### src/rtl/fpd_pkg.sv
package fpd_pkg;
  localparam int NPORT = 4;
  localparam int CLS_W = 4;

  typedef enum logic [CLS_W-1:0] {
    C_FMUL = 4'd0, C_FADD = 4'd1, C_FMAC = 4'd2, C_FCVT = 4'd3,
    C_IMAC = 4'd4, C_SHUF = 4'd5, C_PERM = 4'd6, C_VEC  = 4'd7,
    C_PINT = 4'd8, C_ISSE = 4'd9, C_FSTD = 4'd10
  } op_cls_e;

  // bit p set when port p can execute class c
  function automatic logic [NPORT-1:0] legal_ports(input logic [CLS_W-1:0] c);
    case (c)
      C_FMUL, C_FADD, C_FMAC: legal_ports = 4'b0011;
      C_FCVT, C_IMAC:         legal_ports = 4'b0001;
      C_SHUF, C_PERM:         legal_ports = 4'b0010;
      C_VEC, C_PINT, C_ISSE:  legal_ports = 4'b1100;
      C_FSTD:                 legal_ports = 4'b1000;
      default:                legal_ports = 4'b0000;
    endcase
  endfunction
endpackage

### src/rtl/fpd_entry_store.sv
module fpd_entry_store #(
  parameter int DEPTH = 16,
  parameter int AGE_W = 8,
  parameter int CLS_W = 4,
  localparam int IDX_W = $clog2(DEPTH)
) (
  input  logic                        clk,
  input  logic                        rst,
  input  logic                        wr_en,
  input  logic [IDX_W-1:0]            wr_idx,
  input  logic [AGE_W-1:0]            wr_age,
  input  logic [CLS_W-1:0]            wr_cls,
  input  logic                        wr_rdy,
  input  logic [DEPTH-1:0]            wake_vec,
  input  logic [DEPTH-1:0]            clr_vec,
  output logic [DEPTH-1:0]            vld_q,
  output logic [DEPTH-1:0]            rdy_q,
  output logic [DEPTH-1:0][AGE_W-1:0] age_q,
  output logic [DEPTH-1:0][CLS_W-1:0] cls_q
);
  logic [DEPTH-1:0] hit;

  always_comb begin
    for (int i = 0; i < DEPTH; i++)
      hit[i] = wr_en && (wr_idx == IDX_W'(i));
  end

  always_ff @(posedge clk) begin
    if (rst) begin
      vld_q <= '0;
      rdy_q <= '0;
    end else begin
      for (int i = 0; i < DEPTH; i++) begin
        vld_q[i] <= hit[i] | (vld_q[i] & ~clr_vec[i]);
        rdy_q[i] <= hit[i] ? wr_rdy : (rdy_q[i] | wake_vec[i]);
      end
    end
  end

  // payload needs no reset: it is qualified by vld_q
  always_ff @(posedge clk) begin
    for (int i = 0; i < DEPTH; i++) begin
      if (hit[i]) begin
        age_q[i] <= wr_age;
        cls_q[i] <= wr_cls;
      end
    end
  end
endmodule

### src/rtl/fpd_oldest_pick.sv
module fpd_oldest_pick #(
  parameter int DEPTH = 16,
  parameter int AGE_W = 8,
  localparam int IDX_W = $clog2(DEPTH)
) (
  input  logic [DEPTH-1:0]            cand,
  input  logic [DEPTH-1:0][AGE_W-1:0] age,
  output logic                        found,
  output logic [IDX_W-1:0]            idx
);
  logic [AGE_W-1:0] best;
  logic [AGE_W-1:0] diff;

  always_comb begin
    found = 1'b0;
    idx   = '0;
    best  = '0;
    diff  = '0;
    for (int i = 0; i < DEPTH; i++) begin
      diff = age[i] - best;
      if (cand[i] && (!found || diff[AGE_W-1])) begin
        found = 1'b1;
        idx   = IDX_W'(i);
        best  = age[i];
      end
    end
  end
endmodule

### src/rtl/fpd_dispatch.sv
module fpd_dispatch #(
  parameter int DEPTH = 16,
  parameter int AGE_W = 8,
  localparam int IDX_W = $clog2(DEPTH),
  localparam int NP    = fpd_pkg::NPORT,
  localparam int CW    = fpd_pkg::CLS_W
) (
  input  logic                clk,
  input  logic                rst,
  input  logic                wr_en,
  input  logic [IDX_W-1:0]    wr_idx,
  input  logic [AGE_W-1:0]    wr_age,
  input  logic [CW-1:0]       wr_cls,
  input  logic                wr_rdy,
  input  logic [DEPTH-1:0]    wake_vec,
  output logic [NP-1:0]       iss_vld,
  output logic [NP*IDX_W-1:0] iss_idx,
  output logic [NP*CW-1:0]    iss_cls,
  output logic                err
);
  import fpd_pkg::*;

  logic [DEPTH-1:0]            vld_q, rdy_q;
  logic [DEPTH-1:0][AGE_W-1:0] age_q;
  logic [DEPTH-1:0][CW-1:0]    cls_q;
  logic [DEPTH-1:0]            port_ok [NP];
  logic [DEPTH-1:0]            taken   [NP+1];
  logic [NP-1:0]               pick_found;
  logic [IDX_W-1:0]            pick_idx [NP];
  logic                        wr_legal;

  assign wr_legal = |legal_ports(wr_cls);

  fpd_entry_store #(.DEPTH(DEPTH), .AGE_W(AGE_W), .CLS_W(CW)) u_store (
    .clk(clk), .rst(rst),
    .wr_en(wr_en && wr_legal), .wr_idx(wr_idx), .wr_age(wr_age),
    .wr_cls(wr_cls), .wr_rdy(wr_rdy), .wake_vec(wake_vec),
    .clr_vec(taken[NP]),
    .vld_q(vld_q), .rdy_q(rdy_q), .age_q(age_q), .cls_q(cls_q)
  );

  always_comb begin
    for (int p = 0; p < NP; p++)
      for (int i = 0; i < DEPTH; i++)
        port_ok[p][i] = legal_ports(cls_q[i])[p];
  end

  assign taken[0] = '0;

  for (genvar p = 0; p < NP; p++) begin : g_port
    logic [DEPTH-1:0] cand;
    logic [DEPTH-1:0] onehot;
    assign cand = vld_q & rdy_q & port_ok[p] & ~taken[p];

    fpd_oldest_pick #(.DEPTH(DEPTH), .AGE_W(AGE_W)) u_pick (
      .cand(cand), .age(age_q), .found(pick_found[p]), .idx(pick_idx[p])
    );

    assign onehot       = pick_found[p] ? (DEPTH'(1) << pick_idx[p]) : '0;
    assign taken[p + 1] = taken[p] | onehot;

    always_ff @(posedge clk) begin
      if (rst) begin
        iss_vld[p]                 <= 1'b0;
        iss_idx[p*IDX_W +: IDX_W]  <= '0;
        iss_cls[p*CW +: CW]        <= '0;
      end else begin
        iss_vld[p]                 <= pick_found[p];
        iss_idx[p*IDX_W +: IDX_W]  <= pick_idx[p];
        iss_cls[p*CW +: CW]        <= cls_q[pick_idx[p]];
      end
    end
  end

  always_ff @(posedge clk) begin
    if (rst) err <= 1'b0;
    else if (wr_en && !wr_legal) err <= 1'b1;
  end
endmodule

### config.mk
export PLATFORM = sky130hd
export DESIGN_NAME = fpd_dispatch
export DESIGN_NICKNAME = d
export VERILOG_FILES = /design/src/rtl/fpd_pkg.sv /design/src/rtl/fpd_entry_store.sv /design/src/rtl/fpd_oldest_pick.sv /design/src/rtl/fpd_dispatch.sv
export SDC_FILE = /design/constraint.sdc
export NUM_CORES = 2
export LEC_CHECK = 0
export BUFFER_PORTS_ARGS = -buffer_cell sky130_fd_sc_hd__buf_2
export CORE_ASPECT_RATIO = 0.7
export CORE_MARGIN = 2
export CORE_UTILIZATION = 55
export DETAILED_ROUTE_END_ITERATION = 16
export PLACE_DENSITY = 0.71
export REMOVE_ABC_BUFFERS = 1
export SYNTH_ARGS = -nofsm -noshare
export SYNTH_HDL_FRONTEND = slang
export SYNTH_MEMORY_MAX_BITS = 65536
export SYNTH_SLANG_ARGS = --single-unit
### constraint.sdc
create_clock -name clk -period 363.4 [get_ports clk]
set_input_delay 0 -clock clk [delete_from_list [all_inputs] [get_ports clk]]
set_output_delay 0 -clock clk [all_outputs]
set_load 0.005 [all_outputs]
==> summary.txt <==
Timing
  • Final Hold Viols: 0
  • Setup TNS Final: 0 ns
  • RSZ-0062 raised after global routing: no
  • Slew HR: 16.93%
  • Final worst setup slack: roughly 210 ns
  • Clock Skew: around 0.024 ns
  • Fmax: ~6.7 MHz
  • Slew Limit Fails: 0
  • Setup-failing EPs final: 0
  • Least-Margin Pin Slew: 1.211 ns
  • Clock period minus final worst setup slack: between 100 and 150 ns
  • Period Utilization, post-route: approximately two fifths

Floorplanning
  • Die area: about 0.082 sq mm
  • Initial core utilization: 55.50%
  • I/O Pins: 73
  • Die Wd: approximately 340 um
  • CORE AREA: ~0.079 sq mm
  • Die height: 239.6 um
  • Num rows: 86

Clocking
  • Max clock buf depth: 3
  • CTS tree: done
  • CTS Sinks: 325
  • CTS H-tree depth: 2
  • Clock root buffer: clkbuf_16
  • # Post-CTS Setup Buffers: 0
  • Worst-path clk slew: 0.06 ns
  • Total CTS buffers: 38
  • Clock insertion delay at the later pin of the skew report: between 0.5 and 0.6 ns

Critical path
  • Reg2Reg Setup Slack: roughly 210 ns
  • Max incr delay on CP: 1.04 ns
  • Worst path most repeated cell: ha_1
  • CP arrival: between 100 and 150 ns
  • Critical R2R Capture: iss_cls[14]$_SDFF_PP0_
  • Max FO, Critical Path: 28
  • Worst Path Required: 363.79 ns
  • Critical path type: flip-flop to flip-flop
  • Critical Path Source Type: flip-flop
  • Slowest CP cell: a2111oi_0
  • Worst r2r src: u_store.rdy_q[0]$_SDFF_PP0_
  • R2R depth: between 500 and 600
  • Setup crit end kind: flip-flop

Pwr
  • Overall Power: between 0.09 and 0.1 mW
  • Maximum VDD drop: 0.000005843 V
  • Pwr Density: approximately 2.1 mW/mm^2
  • Leakage: 17.84 nW

Layout
  • Area growth, synth to finish: 3.128%
  • Fin nets: around 5500
  • # fillers: approximately 7300
  • Multi-input logic area: 0.03180 sq mm
  • Sequential cell area: around 0.0084 sq mm
  • Finished Layout Cells: around 6300
  • Share of cells above drive strength 1: between 10% and 20%

Placed design
  • DP Cell Count: between 6000 and 7000
  • Hpwl dp: around 140000 um
  • GPL Wtd Cong: ~1.1
  • DP Worst Slack: around 220 ns
  • Buffers on Ports: between 70 and 80

Detailed routing
  • Routed via count: 44940
  • Post-route ant nets: 0
  • Vias/cell: 7.149
  • WL met2: 63970 um
  • Drt first pass iters: 8
  • Met3 WL post-DR: between 30000 and 40000 um
  • Top routing layer in use: met5
  • Starting DRC count in detailed routing: 7229
  • Wirelength per Cell: ~28 um
  • Routed WL: approximately 180000 um
  • M1 WL: ~75000 um
  • Detailed-route DRC error count: 0

Logic synthesis
  • Synth Cell Area: around 0.044 sq mm
  • Async S/R FF share, synth: 0%
  • Synth cell types: approximately 210
  • Syn Inst Count: 5229
  • Prevailing post-synth register cell: edfxtp_1
  • Syn. warnings: 0
  • Syn_area_per_cell: about 8.3 sq um
  • #FFs+latches synth: 325
  • Top cell type by total area after synthesis: edfxtp_1
  • Post-synth top area share: 13.22%
  • Synth area leaders: edfxtp_1 13%, ha_1 7.7%, dfxtp_1 6.1%, nand2_1 4.9%, mux2i_1 4.2%
  • Post-synth EDFFs: between 150 and 200
  • Seq/Total Area, Yosys: between 10% and 20%

GRT
  • Remaining Overflow, GRT: 0
  • Initial antenna violation count: 5
  • Pin count of the biggest net entering global routing: 43
  • GRT Overall Usage: 41.60%
  • Vias in the first global route: ~40000
  • Global-route wire length before repair: approximately 260000 um

Hold path
  • Worst hold stages: 1
  • Min-delay src: wr_age[7]
  • Hold Path Class: input pin to flip-flop
  • WHS Endpoint: u_store.age_q[95]$_DFFE_PP_

Job
  • Max-Cap Viols: 0

Status
  • Status: finished, final reports clean
worst max-delay path by stage:
stage	startpoint	end	slack, ns
floorplan	u_store.vld_q[0]$_SDFF_PP0_	iss_cls[15]$_SDFF_PP0_	242.00
global placement	u_store.rdy_q[0]$_SDFF_PP0_	iss_cls[14]$_SDFF_PP0_	221.89
detailed placement	u_store.rdy_q[0]$_SDFF_PP0_	iss_cls[14]$_SDFF_PP0_	219.36
CTS	u_store.rdy_q[0]$_SDFF_PP0_	iss_cls[14]$_SDFF_PP0_	218.93
global route	u_store.rdy_q[0]$_SDFF_PP0_	iss_cls[14]$_SDFF_PP0_	205.62
finish	u_store.rdy_q[0]$_SDFF_PP0_	iss_cls[14]$_SDFF_PP0_	214.67
cells in the final DEF, fill, tap and decap left out, types with 31 or more instances in the layout:
master,count
nand3_1,182
mux2_2,77
dfxtp_1,133
o211ai_1,75
nand2_1,565
ha_1,267
clkbuf_16,42
inv_1,248
o21ai_1,45
a21oi_2,31
a21oi_1,310
o21ai_0,321
and2_2,43
and3_2,41
edfxtp_1,192
or3_1,46
mux2i_1,185
a211oi_1,64
xnor2_1,63
o21a_1,36
nor3_1,129
a22oi_1,32
buf_4,53
nand4_1,75
and3_1,32
nor2_1,481
buf_2,72
a31oi_1,65
a221oi_1,38
a21o_1,51
through the flow:
stage / hold slack [ns] / util [%] / area, sq um
6_report: 0.03472 / 57.24 / 44960
2_1_floorplan: 0.06244 / - / 41220
5_1_grt: 0.02908 / 57.23 / 44950
3_3_place_gp: 0.2777 / 55.14 / 43310
3_5_place_dp: 0.2765 / 55.14 / 43310
4_1_cts: 0.003505 / 57.23 / 44950
report_power, final:
part           leakage [nW]  switching, mW  internal, mW
Combinational          14.4        0.00867       0.00453
Sequential             2.83        0.00133        0.0399
Clock                 0.661         0.0165        0.0254
Total                  17.8         0.0265        0.0698
timing repair:
item / in CTS / in global routing
endpoints found under the setup margin: 0 / 0
hold endpoints to repair: 43 / 0
resized for setup: 0 / 0
hold buffers: 28 / 0
flip-flops by register name, indices dropped and copies added, names as in the netlist:
signal         count
u_store.cls_q     64
iss_idx           16
u_store.rdy_q     16
port_ok           64
err                1
iss_cls           16
u_store.vld_q     16
iss_vld            4
u_store.age_q    128
critical path, delay by kind of cell (launching register included):
kind                       cells  cell delay [ns]
muxes                         33            11.21
xor gates and xnor gates       9             1.58
DFF                            1             0.47
AOI/OAI and AO/OA            271            74.91
buffers and inverters         17             2.48
adders and majority gates     63            20.46
and+or+nand+nor              182            37.16
Yosys cell counts, types with 64 or more instances:
library cell / count
nand2_1: 565
nor2_1: 481
o21ai_0: 321
a21oi_1: 311
ha_1: 267
inv_1: 248
edfxtp_1: 192
mux2i_1: 185
nand3_1: 182
dfxtp_1: 133
nor3_1: 129
clkbuf_8: 86
mux2_2: 77
nand4_1: 75
o211ai_1: 75
a31oi_1: 65
a211oi_1: 64
layer usage:
layer / track usage (%) / up-vias
met1: 61.19 / 21170
li1: - / 19900
met4: 12.52 / 2
met2: 53.58 / 3438
met5: 0.9524 / -
met3: 17.36 / 432
logic make-up after synthesis:
group           count (synthesis)  synth area share (%)
xor+xnor                       93                 2.333
fa+ha+maj                     293                 8.279
buf+inv                       488                 7.766
flops                         325                 19.33
compound gates               1694                 29.58
mux                           317                 8.110
simple gates                 2019                 24.60
final cells by class:
type                       count  area share, %
antenna                        5        0.02783
clock inverter                18         0.5454
multi-input combinational   4416          70.72
timing repair buffer         153          2.310
clock buffer                  51          2.479
tap                         1056          2.939
sequential                   325          18.74
inverter                     262          2.232
Note: power is estimated with default switching activity, not from simulation.
